[src/rtl/acc_cpu_pkg.sv]
package acc_cpu_pkg;
  localparam int WORD_W   = 16;
  localparam int DEV_W    = 7;
  localparam int CHAR_DEV = 2;

  typedef enum logic [2:0] {
    ST_FETCH, ST_DECODE, ST_EXEC, ST_MEM, ST_WAIT, ST_HALT
  } state_t;

  typedef enum logic [3:0] {
    OP_HLT, OP_ADD, OP_SUB, OP_STA, OP_LDA,
    OP_BRA, OP_BRZ, OP_BRP, OP_INP, OP_OUT, OP_BAD
  } op_t;

  typedef enum logic [1:0] {
    FN_ADD, FN_SUB, FN_PASS
  } fn_t;
endpackage

[src/rtl/acc_cpu_decode.sv]
module acc_cpu_decode
  import acc_cpu_pkg::*;
#(
  parameter int ADDR_W = 8
) (
  input  logic [WORD_W-1:0] ir,
  output op_t               op,
  output logic [ADDR_W-1:0] operand,
  output logic              is_char
);
  // Prefix classes examined on the top nine bits; longer codes never
  // collide with shorter ones, so the order of the items is free.
  always_comb begin
    casez (ir[15:7])
      9'b11???????: begin
        case (ir[13:12])
          2'b00:   op = OP_ADD;
          2'b01:   op = OP_SUB;
          2'b10:   op = OP_STA;
          default: op = OP_LDA;
        endcase
      end
      9'b00000????: op = OP_HLT;
      9'b1000000??: op = OP_BRA;
      9'b1001010??: op = OP_BRZ;
      9'b1001000??: op = OP_BRP;
      9'b011100010: op = OP_INP;
      9'b011100011: op = OP_OUT;
      default:      op = OP_BAD;
    endcase
  end

  assign operand = ir[ADDR_W-1:0];
  assign is_char = (ir[DEV_W-1:0] == DEV_W'(CHAR_DEV));
endmodule

[src/rtl/acc_cpu_alu.sv]
module acc_cpu_alu
  import acc_cpu_pkg::*;
#(
  parameter int W = 16
) (
  input  fn_t          fn,
  input  logic [W-1:0] a,
  input  logic [W-1:0] b,
  output logic [W-1:0] y
);
  always_comb begin
    case (fn)
      FN_ADD:  y = a + b;
      FN_SUB:  y = a - b;
      default: y = b;
    endcase
  end
endmodule

[src/rtl/acc_cpu_cond.sv]
module acc_cpu_cond
  import acc_cpu_pkg::*;
#(
  parameter int W = 16
) (
  input  op_t          op,
  input  logic [W-1:0] acc,
  output logic         take
);
  logic is_zero;
  logic is_neg;

  assign is_zero = (acc == '0);
  assign is_neg  = acc[W-1];

  always_comb begin
    case (op)
      OP_BRA:  take = 1'b1;
      OP_BRZ:  take = is_zero;
      OP_BRP:  take = !is_neg;
      default: take = 1'b0;
    endcase
  end
endmodule

[src/rtl/acc_cpu.sv]
module acc_cpu
  import acc_cpu_pkg::*;
#(
  parameter int ADDR_W = 8,
  parameter int CNT_W  = 32
) (
  input  logic              clk,
  input  logic              rst,
  output logic [ADDR_W-1:0] mem_addr,
  output logic              mem_we,
  output logic [WORD_W-1:0] mem_wdata,
  input  logic [WORD_W-1:0] mem_rdata,
  input  logic [WORD_W-1:0] in_data,
  input  logic              in_valid,
  output logic              in_ready,
  output logic [WORD_W-1:0] out_data,
  output logic              out_valid,
  output logic              out_is_char,
  output logic              halted,
  output logic              illegal,
  output logic [CNT_W-1:0]  instr_count
);
  localparam logic [ADDR_W-1:0] PC_STEP  = ADDR_W'(1);
  localparam logic [CNT_W-1:0]  CNT_STEP = CNT_W'(1);

  state_t            state;
  logic [ADDR_W-1:0] pc;
  logic [ADDR_W-1:0] addr_q;
  logic [WORD_W-1:0] ir;
  logic [WORD_W-1:0] acc;

  op_t               op;
  logic [ADDR_W-1:0] operand;
  logic              dev_char;
  fn_t               fn;
  logic [WORD_W-1:0] alu_y;
  logic              take;

  acc_cpu_decode #(.ADDR_W(ADDR_W)) u_dec (
    .ir      (ir),
    .op      (op),
    .operand (operand),
    .is_char (dev_char)
  );

  always_comb begin
    case (op)
      OP_ADD:  fn = FN_ADD;
      OP_SUB:  fn = FN_SUB;
      default: fn = FN_PASS;
    endcase
  end

  acc_cpu_alu #(.W(WORD_W)) u_alu (
    .fn (fn),
    .a  (acc),
    .b  (mem_rdata),
    .y  (alu_y)
  );

  acc_cpu_cond #(.W(WORD_W)) u_cond (
    .op   (op),
    .acc  (acc),
    .take (take)
  );

  assign mem_addr  = addr_q;
  assign mem_wdata = acc;
  assign mem_we    = (state == ST_EXEC) && (op == OP_STA);
  assign in_ready  = (state == ST_WAIT);

  always_ff @(posedge clk) begin
    out_valid <= 1'b0;
    if (rst) begin
      state       <= ST_FETCH;
      pc          <= '0;
      addr_q      <= '0;
      ir          <= '0;
      acc         <= '0;
      instr_count <= '0;
      halted      <= 1'b0;
      illegal     <= 1'b0;
      out_data    <= '0;
      out_is_char <= 1'b0;
    end else begin
      case (state)
        ST_FETCH: state <= ST_DECODE;
        ST_DECODE: begin
          ir     <= mem_rdata;
          pc     <= pc + PC_STEP;
          addr_q <= mem_rdata[ADDR_W-1:0];
          state  <= ST_EXEC;
        end
        ST_EXEC: begin
          case (op)
            OP_ADD, OP_SUB, OP_LDA: state <= ST_MEM;
            OP_INP:                 state <= ST_WAIT;
            OP_STA: begin
              instr_count <= instr_count + CNT_STEP;
              addr_q      <= pc;
              state       <= ST_FETCH;
            end
            OP_BRA, OP_BRZ, OP_BRP: begin
              instr_count <= instr_count + CNT_STEP;
              if (take) begin
                pc     <= operand;
                addr_q <= operand;
              end else begin
                addr_q <= pc;
              end
              state <= ST_FETCH;
            end
            OP_OUT: begin
              out_valid   <= 1'b1;
              out_data    <= acc;
              out_is_char <= dev_char;
              instr_count <= instr_count + CNT_STEP;
              addr_q      <= pc;
              state       <= ST_FETCH;
            end
            OP_HLT: begin
              halted      <= 1'b1;
              instr_count <= instr_count + CNT_STEP;
              state       <= ST_HALT;
            end
            default: begin
              illegal <= 1'b1;
              halted  <= 1'b1;
              state   <= ST_HALT;
            end
          endcase
        end
        ST_MEM: begin
          acc         <= alu_y;
          instr_count <= instr_count + CNT_STEP;
          addr_q      <= pc;
          state       <= ST_FETCH;
        end
        ST_WAIT: begin
          if (in_valid) begin
            acc         <= in_data;
            instr_count <= instr_count + CNT_STEP;
            addr_q      <= pc;
            state       <= ST_FETCH;
          end
        end
        default: state <= ST_HALT;
      endcase
    end
  end
endmodule

[config.mk]
export PLATFORM = sky130hd
export DESIGN_NAME = acc_cpu
export DESIGN_NICKNAME = d
export VERILOG_FILES = /design/src/rtl/acc_cpu_pkg.sv /design/src/rtl/acc_cpu_decode.sv /design/src/rtl/acc_cpu_alu.sv /design/src/rtl/acc_cpu_cond.sv /design/src/rtl/acc_cpu.sv
export SDC_FILE = /design/constraint.sdc
export NUM_CORES = 1
export LEC_CHECK = 0
export BUFFER_PORTS_ARGS = -buffer_cell sky130_fd_sc_hd__buf_2
export CORE_MARGIN = 2
export CORE_UTILIZATION = 56
export DETAILED_ROUTE_END_ITERATION = 6
export GPL_TIMING_DRIVEN = 0
export PLACE_DENSITY = 0.8
export SYNTH_ARGS = -nofsm -noshare
export SYNTH_HDL_FRONTEND = slang
export SYNTH_SLANG_ARGS = --single-unit
[constraint.sdc]
create_clock -name clk -period 5.5 [get_ports clk]
set_clock_uncertainty 0.1 [all_clocks]
set_input_delay 0.825 -clock clk [delete_from_list [all_inputs] [get_ports clk]]
set_output_delay 0.825 -clock clk [all_outputs]
set_load 0.1 [all_outputs]
== Yosys cells after proc, flatten, opt, wreduce, memory -nomap -nowiden ==
Index checks and enable logic that the tools add are counted.
Cells by class
  multiplexer cells: 20
  reduce and logical (&&, ||, !) cells: 27
  $add $sub $neg: 4
  bitwise logic cells: 3
  equality and inequality tests: 27
Operator list (number)
  32-bit case mux with 3 select lines: 1
  32-bit 2-to-1 mux: 2
  16-bit case mux with 2 select lines: 2
  32-bit by 1-bit adder with 32-bit output (second input constant): 1
  8-bit case mux with 2 select lines: 2
  8-bit case mux with 4 select lines: 1
  4-bit case mux with 7 select lines: 1
  8-bit 2-to-1 mux: 3
  7-bit equality test (second input constant): 3
  9-bit by 8-bit equality test with 1-bit output (second input constant): 2
  3-bit case mux with 3 select lines: 2
  16-bit adder: 1
  4-bit by 3-bit equality test with 1-bit output (second input constant): 4
  16-bit zero test: 1
  16-bit 2-to-1 mux: 1
  16-bit subtractor: 1
  3-bit case mux with 5 select lines: 1
  2-bit AND reduction: 5
  10-bit OR reduction: 1
  9-bit OR reduction: 1
  8-bit by 1-bit adder with 8-bit output (second input constant): 1
  4-bit by 2-bit equality test with 1-bit output (second input constant): 2
  4-bit equality test (second input constant): 2
  7-bit by 2-bit equality test with 1-bit output (second input constant): 1
  other kinds (28): 39
Storage, ports and cells
  output and inout bits: 78
  input bits: 35
  bits in registers: 103

== Logic depth before layout (Yosys ltp) ==
  depth in word-level cells: 8
  gate-level depth with buffers: 17

== Cells and area by module ==
From an unflattened synthesis, not the netlist that was laid out.
Second synthesis, totals
  cell total of the unflattened synthesis: 817
  area total of the unflattened synthesis: 6434.9 µm²
Modules (own cells, without submodules)
  acc_cpu: cells an instance 595, sequential area each 2062.0 µm², area each 4887.2 µm², times used 1
  acc_cpu_alu: cells an instance 181, sequential area each 0.0 µm², area each 1241.2 µm², times used 1
  acc_cpu_decode: cells an instance 34, sequential area each 0.0 µm², area each 245.2 µm², times used 1
  acc_cpu_cond: cells an instance 7, sequential area each 0.0 µm², area each 61.3 µm², times used 1

== Least setup slack after synthesis ==
OpenSTA, ideal clock, no wires.
  kind: register to output
  start point: register ir[15]
  end point: output mem_we
  data arrival time: 5.669 ns
  stages on the path, launching flop included: 5
  slack: -1.094 ns
  cells stage by stage: dfxtp_1 > buf_6 > nor4bb_4 > nand4_2 > a2111oi_0
Between the ends
  cells in the longest elaborated chain, start to end: 4
  elaborated cells on any way between the ends: 10
  classes of those cells: 7 x eq/ne; 1 x mux; 2 x reduce/logical
RTL lines
  start, declared: line acc_cpu.sv:29  | logic [WORD_W-1:0] ir;
  start signal, assigned: line acc_cpu.sv:89  | ir <= mem_rdata;
  9-bit by 8-bit equality test with 1-bit output (tied with other cells): line acc_cpu_decode.sv:14  | casez (ir[15:7])
  4-bit case mux with 7 select lines *: line acc_cpu_decode.sv:14
  4-bit by 2-bit equality test with 1-bit output *: line acc_cpu.sv:69  | assign mem_we = (state == ST_EXEC) && (op == OP_STA);
  1-bit logical AND *: line acc_cpu.sv:69
  end, declared: line acc_cpu.sv:10  | output logic mem_we,
Every way passes the cells marked *; elsewhere a longest branch is shown, timed or not.

== Worst setup path after layout ==
  start point: register ir[12]
  end point: register acc[13], in the netlist mem_wdata[13]
Between the ends
  cells in the longest elaborated chain, start to end: 8
  elaborated cells on any way between the ends: 18
  classes of those cells: 10 x eq/ne; 5 x mux; 3 x reduce/logical
RTL lines
  2-bit equality test (tied with other cells): line acc_cpu_decode.sv:16  | case (ir[13:12])
  3-bit case mux with 3 select lines: line acc_cpu_decode.sv:16
  4-bit case mux with 7 select lines *: line acc_cpu_decode.sv:14
  4-bit by 2-bit equality test with 1-bit output or 4-bit by 1-bit equality test with 1-bit output (tied branches): line acc_cpu.sv:47  | case (op)
  2-bit case mux with 2 select lines *: line acc_cpu.sv:47
  2-bit by 1-bit equality test with 1-bit output or 2-bit zero test (tied branches): line acc_cpu_alu.sv:12  | case (fn)
  16-bit case mux with 2 select lines *: line acc_cpu_alu.sv:12
  16-bit case mux with 2 select lines *: line acc_cpu.sv:86  | case (state)
  end signal, assigned: line acc_cpu.sv:134  | acc <= alu_y;
  end signal, assigned: line acc_cpu.sv:141  | acc <= in_data;
  end, declared: line acc_cpu.sv:30  | logic [WORD_W-1:0] acc;
Marked as above.
A chain may end at the register's enable or synchronous reset.

==> results.json <==
{
  "hold_buffers": 0,
  "endpoint_kind": "register",
  "period_needed_ps": 4980,
  "slowest_stage": "dfxtp_1",
  "drv_cap": 0,
  "clock_sinks": 103,
  "area_growth_pct": 15.0,
  "gp_congestion": 0.938,
  "p_leak_nw": 2.94,
  "antenna_found_initial": 0,
  "criticalPathCategory": "register to register",
  "hold_violations": 0,
  "crit_fanout": 10,
  "rows": 38,
  "postCtsResizedCells": 0,
  "seq_power_share_pct": 36.4,
  "powerDensity_nw_per_um2": 346,
  "ant_nets": 0,
  "cts_tree": "done",
  "syn-num-nets": 839,
  "combPwrFrac_pct": 43.3,
  "crit_buf_inv": 2,
  "dieArea_um2": 11800,
  "yosysTopAreaCell": "dfxtp_1",
  "stdcell_area_um2": 7080,
  "cts_buffers": 9,
  "whs_endpoint": "out_data[1]",
  "worstPathArrival_ps": 5140,
  "drive_gt1_share_pct": 17.4,
  "drtIter0Drc": 588,
  "seq_area_um2": 2060,
  "synthCells": 782,
  "rrSetupSlack_ps": 520,
  "grt_usage_pct": 30.4,
  "yosysMostFrequentCell": "nand2_1",
  "synth.top_cell.area_share_pct": 33.5,
  "vias": 6241,
  "grt-ovfl-total": 0,
  "synth_cell_type_count": 67,
  "p_int_mw": 1.32,
  "rsz0062_at_grt": "no",
  "path_cells": "inv_1 > ha_1 > or2_2 > a32oi_2 > nand4_1 > clkbuf_1 > nand2_1 > xor2_1 > ha_1 > a21o_1 > nor3_1 > o21ai_0 > a221o_1 > a31oi_1 > xnor2_1 > a211oi_1 > o41ai_1",
  "n_antenna_cell": 0,
  "r2r_end": "mem_wdata[13]",
  "start_util_pct": 57.0,
  "die_h_um": 109,
  "max_stage_delay_ps": 470,
  "cts_root_buffer": "clkbuf_8",
  "htree_num_levels": 3,
  "maxSlewViolCount": 0,
  "ir_drop_uv": 249,
  "hold_depth": 2,
  "start_kind": "register",
  "fin_crit_sh_pct": 90.5,
  "relSlewSlack_pct": 15.6,
  "synth_ff_type": "dfxtp_1",
  "core_area_um2": 10800,
  "fin_nets": 959,
  "grt_first_pass_wirelength_mm": 28.2,
  "crit_start": "ir[12]",
  "portBuffers": 107,
  "worst_path_most_repeated_cell": "ha_1",
  "synth_area_um2": 6150,
  "placedInstanceArea_um2": 6860,
  "tns_ps": 0,
  "min_from": "out_data[1]",
  "synth-edff-count": 0,
  "hold_class": "register to register",
  "clock_latency_ps": 380,
  "yosysWarnings": 0,
  "p_sw_share_pct": 46.1,
  "cp_top_family": "compound AO/OA/AOI/OAI gates",
  "netlist_top_cells_count": "nand2_1 (112), dfxtp_1 (103), nor2_1 (91)",
  "r2r_cells": 17,
  "wl_mm": 17.8,
  "grt_pass1_vias": 5662,
  "ys_ff_latch": 103,
  "async_flop_share_pct": 0,
  "drt-wirelength-per-cell_um": 17.0,
  "max_freq_mhz": 201,
  "avgSynthCellArea_um2": 7.87,
  "hpwlAfterDp_mm": 13.4,
  "setup_viol": 0,
  "drc": 0,
  "grt_start_max_net_pins": 18,
  "fp.dieW_um": 109,
  "crit_required_ps": 5670,
  "via_per_inst": 5.96,
  "synth_area_leaders": "dfxtp_1 (34%), nand2_1 (6.8%), nor2_1 (5.6%), a21oi_1 (5.5%), xnor2_1 (4.4%)",
  "clkPwrFrac_pct": 20.3,
  "dr.pass1.iters": 6,
  "p_switching_mw": 1.13,
  "worstMarginPinSlew_ps": 1260,
  "clock_path_buffers": 2,
  "io_pins": 113,
  "rr_startpoint": "ir[12]",
  "clk_pin_slew_worst_paths_ps": 100,
  "multi_input_area_um2": 3810,
  "fill_cells": 979,
  "status": "finished clean",
  "postCtsSetupBuffers": 0,
  "seq_area_frac_synth_pct": 33.5
}
## routing by layer
metal  global-route usage [%]  up-vias  wire [µm]
met5                        0        -          0
met4                     8.06        0        349
met3                     6.75       34       1520
met2                     50.3      287       8300
met1                     40.3     2903       7650
li1                         -     3017          -
## layout make-up
type	instances	area share, %
multi-input cells	618	53.9
plain buffers	45	3.08
repair buffers	109	7.78
clock buffers	10	1.80
well taps	140	2.48
inverters	16	0.849
flip-flops and latches	103	29.1
clock inverters	6	0.990
## logic make-up after synthesis
| kind of cell | synth area share (%) |
|---|---|
| xor+xnor | 7.69 |
| buf+inv | 4.52 |
| compound gates | 20.4 |
| flops | 33.5 |
| simple gates | 26.7 |
| mux | 2.50 |
| fa+ha+maj | 4.60 |
## worst max path at each step
stage                                to  slack [ps]  depth (start not counted)
after detailed placement  mem_wdata[13]         480                         17
after CTS                 mem_wdata[13]         420                         17
after global routing      mem_wdata[13]         140                         17
after global placement    mem_wdata[13]         610                         17
after floorplan                  mem_we         270                          4
final                     mem_wdata[13]         520                         17
## power by group through the flow
stage	Combinational (mW)	Clock [mW]	Sequential, mW
6_report	1.06	0.497	0.890
5_1_grt	1.14	0.528	0.899
4_1_cts	1.05	0.501	0.888
3_5_place_dp	1.05	0	0.905
3_3_place_gp	1.03	0	0.904
2_1_floorplan	0.543	0	1.19
## per-stage QoR
step / utilization [%] / power, mW / hold slack, ps / std cells / setup WS (ps)
after floorplan: - / 1.73 / 337 / 782 / 274
after global placement: 63.6 / 1.94 / 337 / 1029 / 608
after detailed placement: 63.6 / 1.95 / 345 / 1029 / 477
after CTS: 65.4 / 2.44 / 360 / 1045 / 418
after global routing: 65.6 / 2.57 / 386 / 1047 / 137
final: 65.6 / 2.45 / 354 / 1047 / 522
## cells in the final DEF, fill, tap and decap left out, types with 26 or more instances in the layout
| master | n |
|---|---|
| a21oi_1 | 68 |
| dfxtp_1 | 103 |
| o21ai_0 | 26 |
| buf_2 | 113 |
| nor3_1 | 28 |
| nor2_1 | 91 |
| xnor2_1 | 31 |
| nand3_1 | 27 |
| nand2_1 | 112 |
| clkbuf_1 | 34 |
## sequential cells by signal (all words and copies together), names as in the netlist
| signal | count |
|---|---|
| illegal | 1 |
| out_valid | 1 |
| out_data | 16 |
| mem_addr | 8 |
| instr_count | 32 |
| halted | 1 |
| mem_wdata | 16 |
| state | 3 |
| pc | 8 |
| ir | 16 |
| out_is_char | 1 |
## worst register-to-register path: cells and delay by family, from the launching register on
family                   cells  cell delay (ps)
XOR/XNOR                     2              300
flip-flops                   1              470
adder cells (fa/ha/maj)      2              510
AND/OR/NAND/NOR              4             1060
AO/OA/AOI/OAI                7             1990
buffers and inverters        2              450
No activity file was read; power rests on OpenSTA's default activity.
